$ cat config.mk
export PLATFORM = sky130hd
export DESIGN_NAME = disp_addr_ptr
export DESIGN_NICKNAME = d
export VERILOG_FILES = /design/src/rtl/dap_pkg.sv /design/src/rtl/dap_col_ptr.sv /design/src/rtl/dap_page_ptr.sv /design/src/rtl/dap_clear_seq.sv /design/src/rtl/disp_addr_ptr.sv
export SDC_FILE = /design/constraint.sdc
export NUM_CORES = 1
export LEC_CHECK = 0
export BUFFER_PORTS_ARGS = -buffer_cell sky130_fd_sc_hd__buf_2
export CAP_MARGIN = 20
export CORE_MARGIN = 2
export CORE_UTILIZATION = 47
export CTS_CLUSTER_DIAMETER = 120
export DETAILED_ROUTE_END_ITERATION = 10
export GPL_TIMING_DRIVEN = 0
export PLACE_DENSITY_LB_ADDON = 0.2
export SLEW_MARGIN = 20
export SYNTH_ARGS = -nofsm -noshare
export SYNTH_HDL_FRONTEND = slang
export SYNTH_SLANG_ARGS = --single-unit
$ cat constraint.sdc
create_clock -name clk_i -period 1.7 [get_ports clk_i]
set_clock_uncertainty 0.05 [all_clocks]
set_input_delay 0.085 -clock clk_i [delete_from_list [all_inputs] [get_ports clk_i]]
set_output_delay 0.085 -clock clk_i [all_outputs]
set_load 0.02 [all_outputs]
$ cat src/rtl/dap_pkg.sv
package dap_pkg;
  typedef enum logic {CLR_IDLE, CLR_RUN} clr_state_e;

  // Saturate a loaded value at the last legal index.
  function automatic int unsigned sat_idx(int unsigned v, int unsigned last);
    return (v > last) ? last : v;
  endfunction
endpackage

$ cat src/rtl/dap_col_ptr.sv
module dap_col_ptr #(
  parameter int NUM_COLS = 120,
  localparam int COL_W   = $clog2(NUM_COLS)
) (
  input  logic             clk_i,
  input  logic             rst_ni,
  input  logic             adv_i,
  input  logic             ld_i,
  input  logic [COL_W-1:0] ld_val_i,
  input  logic             save_i,
  input  logic             restore_i,
  output logic [COL_W-1:0] col_o
);
  localparam logic [COL_W-1:0] LAST_COL = COL_W'(NUM_COLS - 1);

  logic [COL_W-1:0] col_q, shadow_q;

  always_ff @(posedge clk_i or negedge rst_ni) begin
    if (!rst_ni) begin
      col_q    <= '0;
      shadow_q <= '0;
    end else begin
      if (ld_i)           col_q <= COL_W'(dap_pkg::sat_idx(int'(ld_val_i), NUM_COLS - 1));
      else if (restore_i) col_q <= shadow_q;
      else if (adv_i)     col_q <= (col_q == LAST_COL) ? '0 : col_q + 1'b1;
      if (save_i) shadow_q <= col_q;
    end
  end

  assign col_o = col_q;

  a_r4_wrap: assert property (@(posedge clk_i) disable iff (!rst_ni)
    adv_i && !ld_i && !restore_i && col_q == LAST_COL |=> col_q == '0);
  a_r2_step: assert property (@(posedge clk_i) disable iff (!rst_ni)
    adv_i && !ld_i && !restore_i && col_q != LAST_COL |=> col_q == $past(col_q) + COL_W'(1));
  a_r5_range: assert property (@(posedge clk_i) disable iff (!rst_ni) col_q <= LAST_COL);
  a_r7_restore: assert property (@(posedge clk_i) disable iff (!rst_ni)
    restore_i && !ld_i && !save_i |=> col_q == shadow_q);
endmodule

$ cat src/rtl/dap_page_ptr.sv
module dap_page_ptr #(
  parameter int NUM_PAGES = 5,
  localparam int PAGE_W   = $clog2(NUM_PAGES)
) (
  input  logic              clk_i,
  input  logic              rst_ni,
  input  logic              ld_i,
  input  logic [PAGE_W-1:0] ld_val_i,
  output logic [PAGE_W-1:0] page_o
);
  localparam logic [PAGE_W-1:0] LAST_PAGE = PAGE_W'(NUM_PAGES - 1);

  logic [PAGE_W-1:0] page_q;

  always_ff @(posedge clk_i or negedge rst_ni) begin
    if (!rst_ni)   page_q <= '0;
    else if (ld_i) page_q <= PAGE_W'(dap_pkg::sat_idx(int'(ld_val_i), NUM_PAGES - 1));
  end

  assign page_o = page_q;

  a_r6_range: assert property (@(posedge clk_i) disable iff (!rst_ni) page_q <= LAST_PAGE);
  a_r6_hold: assert property (@(posedge clk_i) disable iff (!rst_ni) !ld_i |=> $stable(page_q));
endmodule

$ cat src/rtl/dap_clear_seq.sv
module dap_clear_seq #(
  parameter int NUM_PAGES = 5,
  parameter int NUM_COLS  = 120,
  localparam int PAGE_W   = $clog2(NUM_PAGES),
  localparam int COL_W    = $clog2(NUM_COLS)
) (
  input  logic              clk_i,
  input  logic              rst_ni,
  input  logic              start_i,
  input  logic [PAGE_W-1:0] first_page_i,
  input  logic [PAGE_W-1:0] last_page_i,
  output logic              busy_o,
  output logic [PAGE_W-1:0] page_o,
  output logic [COL_W-1:0]  col_o
);
  import dap_pkg::*;
  localparam logic [COL_W-1:0] LAST_COL = COL_W'(NUM_COLS - 1);

  clr_state_e        state_q;
  logic [PAGE_W-1:0] page_q, last_q;
  logic [COL_W-1:0]  col_q;

  always_ff @(posedge clk_i or negedge rst_ni) begin
    if (!rst_ni) begin
      state_q <= CLR_IDLE;
      page_q  <= '0;
      last_q  <= '0;
      col_q   <= '0;
    end else if (state_q == CLR_IDLE) begin
      if (start_i) begin
        state_q <= CLR_RUN;
        page_q  <= first_page_i;
        last_q  <= last_page_i;
        col_q   <= '0;
      end
    end else if (col_q == LAST_COL) begin
      col_q <= '0;
      if (page_q == last_q) state_q <= CLR_IDLE;
      else                  page_q  <= page_q + 1'b1;
    end else begin
      col_q <= col_q + 1'b1;
    end
  end

  assign busy_o = (state_q == CLR_RUN);
  assign page_o = page_q;
  assign col_o  = col_q;

  a_r8_walk: assert property (@(posedge clk_i) disable iff (!rst_ni)
    busy_o && col_q != LAST_COL |=> busy_o && col_q == $past(col_q) + COL_W'(1) && $stable(page_q));
  a_r8_start: assert property (@(posedge clk_i) disable iff (!rst_ni)
    !busy_o && start_i |=> busy_o && col_q == '0);
endmodule

$ cat src/rtl/disp_addr_ptr.sv
module disp_addr_ptr #(
  parameter int NUM_PAGES = 5,
  parameter int NUM_COLS  = 120,
  parameter int DATA_W    = 8,
  localparam int PAGE_W   = $clog2(NUM_PAGES),
  localparam int COL_W    = $clog2(NUM_COLS)
) (
  input  logic              clk_i,
  input  logic              rst_ni,
  input  logic              cmd_page_ld_i,
  input  logic [PAGE_W-1:0] cmd_page_i,
  input  logic              cmd_col_ld_i,
  input  logic [COL_W-1:0]  cmd_col_i,
  input  logic              cmd_save_i,
  input  logic              cmd_restore_i,
  input  logic              cmd_clr_main_i,
  input  logic              cmd_clr_icon_i,
  input  logic              data_wr_i,
  input  logic              data_rd_i,
  input  logic [DATA_W-1:0] wr_data_i,
  output logic [PAGE_W-1:0] ram_page_o,
  output logic [COL_W-1:0]  ram_col_o,
  output logic              ram_we_o,
  output logic [DATA_W-1:0] ram_wdata_o,
  output logic              ram_re_o,
  output logic              busy_o
);
  localparam logic [PAGE_W-1:0] ICON_PAGE = PAGE_W'(NUM_PAGES - 1);
  localparam logic [PAGE_W-1:0] MAIN_LAST = PAGE_W'(NUM_PAGES - 2);

  logic              pend_main_q, pend_icon_q, pending;
  logic              busy, dummy_wr, host_wr, host_rd;
  logic [PAGE_W-1:0] ptr_page, clr_page;
  logic [COL_W-1:0]  ptr_col, clr_col;

  assign pending  = pend_main_q | pend_icon_q;
  assign dummy_wr = !busy && data_wr_i && pending;
  assign host_wr  = !busy && data_wr_i && !pending;
  assign host_rd  = !busy && data_rd_i;

  always_ff @(posedge clk_i or negedge rst_ni) begin
    if (!rst_ni) begin
      pend_main_q <= 1'b0;
      pend_icon_q <= 1'b0;
    end else if (dummy_wr) begin
      pend_main_q <= 1'b0;
      pend_icon_q <= 1'b0;
    end else if (!busy) begin
      if (cmd_clr_main_i) pend_main_q <= 1'b1;
      if (cmd_clr_icon_i && ptr_page == ICON_PAGE) pend_icon_q <= 1'b1;
    end
  end

  dap_page_ptr #(.NUM_PAGES(NUM_PAGES)) u_page (
    .clk_i, .rst_ni, .ld_i(cmd_page_ld_i), .ld_val_i(cmd_page_i), .page_o(ptr_page));

  dap_col_ptr #(.NUM_COLS(NUM_COLS)) u_col (
    .clk_i, .rst_ni, .adv_i(host_wr | host_rd), .ld_i(cmd_col_ld_i), .ld_val_i(cmd_col_i),
    .save_i(cmd_save_i), .restore_i(cmd_restore_i), .col_o(ptr_col));

  dap_clear_seq #(.NUM_PAGES(NUM_PAGES), .NUM_COLS(NUM_COLS)) u_clr (
    .clk_i, .rst_ni, .start_i(dummy_wr),
    .first_page_i(pend_main_q ? '0 : ICON_PAGE),
    .last_page_i(pend_icon_q ? ICON_PAGE : MAIN_LAST),
    .busy_o(busy), .page_o(clr_page), .col_o(clr_col));

  assign ram_page_o  = busy ? clr_page : ptr_page;
  assign ram_col_o   = busy ? clr_col  : ptr_col;
  assign ram_we_o    = busy | host_wr;
  assign ram_wdata_o = (!busy && host_wr) ? wr_data_i : '0;
  assign ram_re_o    = host_rd;
  assign busy_o      = busy;

  a_r8_dummy: assert property (@(posedge clk_i) disable iff (!rst_ni)
    dummy_wr && !cmd_col_ld_i && !cmd_restore_i |=> busy_o && $stable(ptr_col));
  a_r10_hold: assert property (@(posedge clk_i) disable iff (!rst_ni)
    busy && !cmd_col_ld_i && !cmd_restore_i |=> $stable(ptr_col));
  a_r9_icon_gate: assert property (@(posedge clk_i) disable iff (!rst_ni)
    !pend_icon_q && ptr_page != ICON_PAGE |=> !pend_icon_q);
  a_r12_read: assert property (@(posedge clk_i) disable iff (!rst_ni)
    !busy && pending && !data_wr_i |=> !busy && pending);
endmodule

Yosys cells after proc, flatten, opt, wreduce, memory -nomap -nowiden
Cells that the tools add are included.

word-level totals
  flip-flop bits (word level) = 33
  latch bits = 0
  RAM bits = 0
  bits in read-only memories = 0
  bits of input ports = 28
  output and inout port bits = 21
  logic and storage cells = 69
  memories = 0

operators by class
  $add $sub $neg = 3
  multiply operators = 0
  div/mod/pow operators = 0
  order comparisons = 2
  eq/ne operators = 7
  shift operators = 0
  multiplexer cells = 28
  bitwise logic cells = 4
  reduce and logical (&&, ||, !) cells = 16

operators with widths
  kind                                                   count
  two-way mux 7 bit                                      9
  two-way mux 3 bit                                      8
  adder 7 x 1 -> 7 bit (second input constant)           2
  equality test 7 bit (second input constant)            2
  two-way mux 1 bit                                      10
  two-way mux 8 bit                                      1
  greater-than comparator 7 bit (second input constant)  1
  logical AND 1 bit                                      6
  inequality test 2 bit (second input constant)          3
  AND reduction 2 bit                                    3
  nonzero test 2 bit                                     3
  adder 3 x 1 -> 3 bit (second input constant)           1
  equality test 3 bit                                    1
  equality test 3 bit (second input constant)            1
  greater-than comparator 3 bit (second input constant)  1
  OR 1 bit                                               3
  AND reduction 3 bit                                    1
  nonzero test 3 bit                                     1
  logical NOT 1 bit                                      2
  NOT 1 bit                                              1

Longest topological paths before layout
  depth after elaboration = 7
  mapped depth = 7
  mapped depth without buffers = 6

Hierarchy
Synthesis repeated with hierarchy kept, for this count alone.

unflattened totals
  cell total of the unflattened synthesis = 209
  area total of the unflattened synthesis = 2,014.4 um^2

by module, submodules not included
  module         instances  cells each  area each (um^2)  sequential area each (um^2)
  dap_col_ptr    1          85          799.5             350.3
  dap_clear_seq  1          78          778.2             350.3
  disp_addr_ptr  1          36          314.1             50.0
  dap_page_ptr   1          10          122.6             75.1

Worst setup path after synthesis
OpenSTA, ideal clock, no wires.

  path kind = register to register
  start point = register u_clr.state_q (netlist: u_clr.busy_o)
  end point = register u_col.col_q[5] (netlist: u_col.col_o[5])
  setup time = 0.082 ns
  arrival time = 1.644 ns
  data required time = 1.568 ns
  setup slack = -0.076 ns
  cell stages (with the launch flop) = 7
  buffers on the path = 2
  period minus slack after synthesis = 1.776 ns
  cell sequence = dfrtp_1 -> buf_6 -> and2b_1 -> nor2_2 -> buf_6 -> or3_1 -> a31oi_1

between the ends
  elaborated cells between the ends (all ways) = 6
  classes of those cells = bitwise (1); reduce/logical (5)

RTL lines
  what                                 line                 source
  start, declared                      dap_clear_seq.sv:19  clr_state_e state_q;
  start signal, assigned               dap_clear_seq.sv:25  state_q <= CLR_IDLE;
  start signal, assigned               dap_clear_seq.sv:31  state_q <= CLR_RUN;
  start signal, assigned               dap_clear_seq.sv:38  if (page_q == last_q) state_q <= CLR_IDLE;
  logical NOT 1 bit                    disp_addr_ptr.sv:39  assign host_rd = !busy && data_rd_i;
  logical AND 1 bit                    disp_addr_ptr.sv:39
  named net ram_re_o                   disp_addr_ptr.sv:25  output logic ram_re_o,
  OR 1 bit                             disp_addr_ptr.sv:58  .clk_i, .rst_ni, .adv_i(host_wr | host_rd), .ld_i(cmd_col_ld_i), .ld_val_i(cmd_col_i),
  nonzero test 3 bit (no source line)  -
  end signal, assigned                 dap_col_ptr.sv:23    if (ld_i) col_q <= COL_W'(dap_pkg::sat_idx(int'(ld_val_i), NUM_COLS - 1));
  end signal, assigned                 dap_col_ptr.sv:24    else if (restore_i) col_q <= shadow_q;
  end signal, assigned                 dap_col_ptr.sv:25    else if (adv_i) col_q <= (col_q == LAST_COL) ? '0 : col_q + 1'b1;
  end, declared                        dap_col_ptr.sv:16    logic [COL_W-1:0] col_q, shadow_q;

The timed path passes the listed nets, and every way through them passes these cells.
A chain may end at the register's enable or synchronous reset.

Final worst setup path
  start point = register u_clr.state_q (netlist: u_clr.busy_o)
  end point = register u_col.col_q[5] (netlist: u_col.col_o[5])

between the ends
  longest elaborated chain between the ends = 5
  elaborated cells between the ends (all ways) = 6
  classes of those cells = bitwise (1); reduce/logical (5)

ends and longest elaborated chain
  what                                   line                                      source
  logical NOT 1 bit *                    disp_addr_ptr.sv:38, disp_addr_ptr.sv:39
  logical AND 1 bit (2 in series)        disp_addr_ptr.sv:38                       assign host_wr = !busy && data_wr_i && !pending;
  OR 1 bit *                             disp_addr_ptr.sv:58
  nonzero test 3 bit (no source line) *  -

Mark *: on every way between the ends. The rest lies on a longest branch, timed or not.

==> metrics <==
critical path, cell by cell nor4b_4, buf_4, nor2_2, buf_6, or3_1, a31oi_1; global-route wire length before repair ~7800 um; average instance area after synthesis 9.08 um2; Max Cap Viol 0; DR vias/cell 5.52; failing checks negative setup slack; Slew headroom 50.7%; leakage power 0.00110 uW; top cells by area, synth dfrtp_1 (43%), mux2_2 (7.9%), o21ai_0 (7.6%); drt drc 0; Setup CP Type reg2reg; DP Area 2150 um2; pre-CTS setup slack -0.0906 ns; crit-path max cell delay 0.46 ns; I/O Pins between 40 and 50; GR Overflow Total 0; Crit-path slowest cell dfrtp_2; minimum clock period between 1.5 and 2 ns; clock power share around 34%; Chip Width 66.8 um; Post-Syn Area between 1500 and 2000 um2; Max clock buf depth 2; RSZ-0062 raised after global routing yes; WP data required 1.86 ns; CTS Root Cell clkbuf_8; Post-Synthesis Cells 204; worst skew pair latency 0.29 ns; H-Tree Depth 2; Final Hold Fails 0; Power Density 638 nW/um2; Internal 1190 uW; fin util 68.1%; maximum vdd drop between 0.0004 and 0.0005 V; async set-reset flop share out of synthesis 100%; via count around 1,800; Final WS setup -0.0468 ns; Nets approximately 310; CP Launch Type flip-flop; hold_sp cmd_clr_icon_i; Worst Hold Class in2reg; cell area after layout 2530 um2; Main synth FF type dfrtp_1; antenna-violating nets left 0; Chip Height 66.8 um; area share of the largest cell type after synthesis 43.2%; Initial Util 49.8%; Antenna diodes 0; post-synthesis sequential area ratio a little over two fifths; total track usage 23.4%; fill cell count 320; Post-Route WL ~4800 um; Inserted Clock Buffers 5; Net Sw Frac 26.1%; Core ar. 3720 um2; post-DR wirelength/cell 14.8 um; biggest area consumer among synthesized cells dfrtp_1; Synth-to-Final Area Change 36.6%; Max Used Layer met4; Post-synth EDFFs 0; Worst Path Arrival roughly 1.9 ns; most frequent cell after synthesis dfrtp_1; final-report setup violation count 8; cell count after placement ~300; Setup crit start u_clr.busy_o; status finished, violations left; final clock period utilization by the worst path 103%; M1 wire length 2140 um; Setup crit end kind flip-flop; WL met2 2420 um; Synth Net Count 235; crit path max fanout 7; Detailed Place HPWL 3190 um; Logic pwr share 12.9%; CP top delay family simple AND/OR/NAND/NOR gates; layout cells sized above 1 around 38%; top cells by count, synth dfrtp_1 (32), o21ai_0 (28), nand2_1 (15); Initial DRT Pass Iterations 4; Detailed Route Iter0 Violations 128; vias in the first global route 1,752; worst slew pin tran 0.740 ns; clk slew on worst S/H paths about 0.07 ns; crit path buf inv count 2; Post-Layout Cell Count roughly 320; CTS tree built; CTS Sinks 32; sequential power share 53.1%; Synth Register Bits 32; initial antenna violation count 0; FMAX 572 MHz; switching power between 400 and 500 uW; synth warn 0; IO buf count 47; Reg-to-Reg Start u_clr.busy_o; cell row count 22; GPL Wtd Cong 0.864; final slew viol count 0; die area 4460 um2; largest net degree at the start of global routing 33; post-synth cell types 40; met3 wire length roughly 160 um
cells by family after synthesis:
kind of cell             share of synthesized area [%]
multiplexers                                      8.45
adder cells (fa/ha/maj)                           2.03
AND/OR/NAND/NOR                                   21.1
flip-flops                                        43.2
buffers and inverters                             4.73
XOR/XNOR                                         0.473
AO/OA/AOI/OAI                                     19.9
worst min-delay path, stage by stage:
cell	delay, ns
buf_2	0.08
a21oi_1	0.05
nor2_1	0.08
final cells by class:
type                    count  area, um2  area share, %
plain buffers               8       52.6           2.08
clock buffers               6       72.6           2.87
clock inverters             1       5.00          0.198
inverters                  10       37.5           1.48
multi-input cells         153       1060           42.0
flip-flops and latches     32        805           31.8
well taps                  48       60.1           2.37
repair buffers             65        434           17.2
worst paths after layout:
kind	depth (start not counted)	slack, ns	endpoint
max in group asynchronous	2	0.73	pend_main_q
min in group asynchronous	2	0.34	u_clr.col_o[3]
min	3	0.0009	pend_icon_q
max reg2reg	6	-0.05	u_col.col_o[5]
min reg2reg	1	0.46	u_col.shadow_q[3]
max	6	-0.05	u_col.col_o[5]
registers in the layout, summed over array words and instances (netlist names):
register        count
u_clr.col_o         7
u_col.col_o         7
u_col.shadow_q      7
u_clr.page_o        3
u_page.page_o       3
u_clr.last_q        2
pend_icon_q         1
pend_main_q         1
u_clr.busy_o        1
power by group through the flow:
stage | logic [uW] | clock network, uW | registers [uW]
2_1_floorplan | 104 | 0 | 856
3_3_place_gp | 172 | 0 | 868
3_5_place_dp | 175 | 0 | 869
4_1_cts | 199 | 557 | 853
5_1_grt | 236 | 599 | 863
6_report | 208 | 549 | 857
layout by cell type, fill, tap and decap left out, types with 6 or more instances in the layout:
cell,netlist,final
nor2_1,11,11
o21ai_0,28,22
dfrtp_1,32,29
a21oi_1,11,11
o21ai_1,2,6
inv_1,10,10
buf_6,2,9
dlygate4sd3_1,0,6
buf_2,0,38
nand3_1,8,8
nand2_1,15,15
buf_4,0,12
mux2_2,13,13
stage by stage:
stage | hold WS [ns] | setup TNS (ns) | total power [uW]
finish | 0.000896 | -0.244 | 1610
detailed placement | 0.135 | -0.388 | 1040
global placement | 0.131 | -0.293 | 1040
CTS | 0.00201 | -0.204 | 1610
global route | 0.0184 | -1.31 | 1700
floorplan | -0.261 | 0 | 960
per-layer routing:
layer,vias up,global-route usage [%]
met5,-,0
met4,0,9.18
met3,7,4.22
met2,27,38.1
met1,870,30.6
li1,879,-
timing repair:
item / in CTS / in global routing
cloned: 1 / 0
hold buffers: 6 / 0
pin swaps: 7 / 14
hold endpoints to repair: 36 / 0
setup buffers: 8 / 3
endpoints found under the setup margin: 25 / 24
gates resized for setup: 33 / 22
No activity file was read; power rests on OpenSTA's default activity.
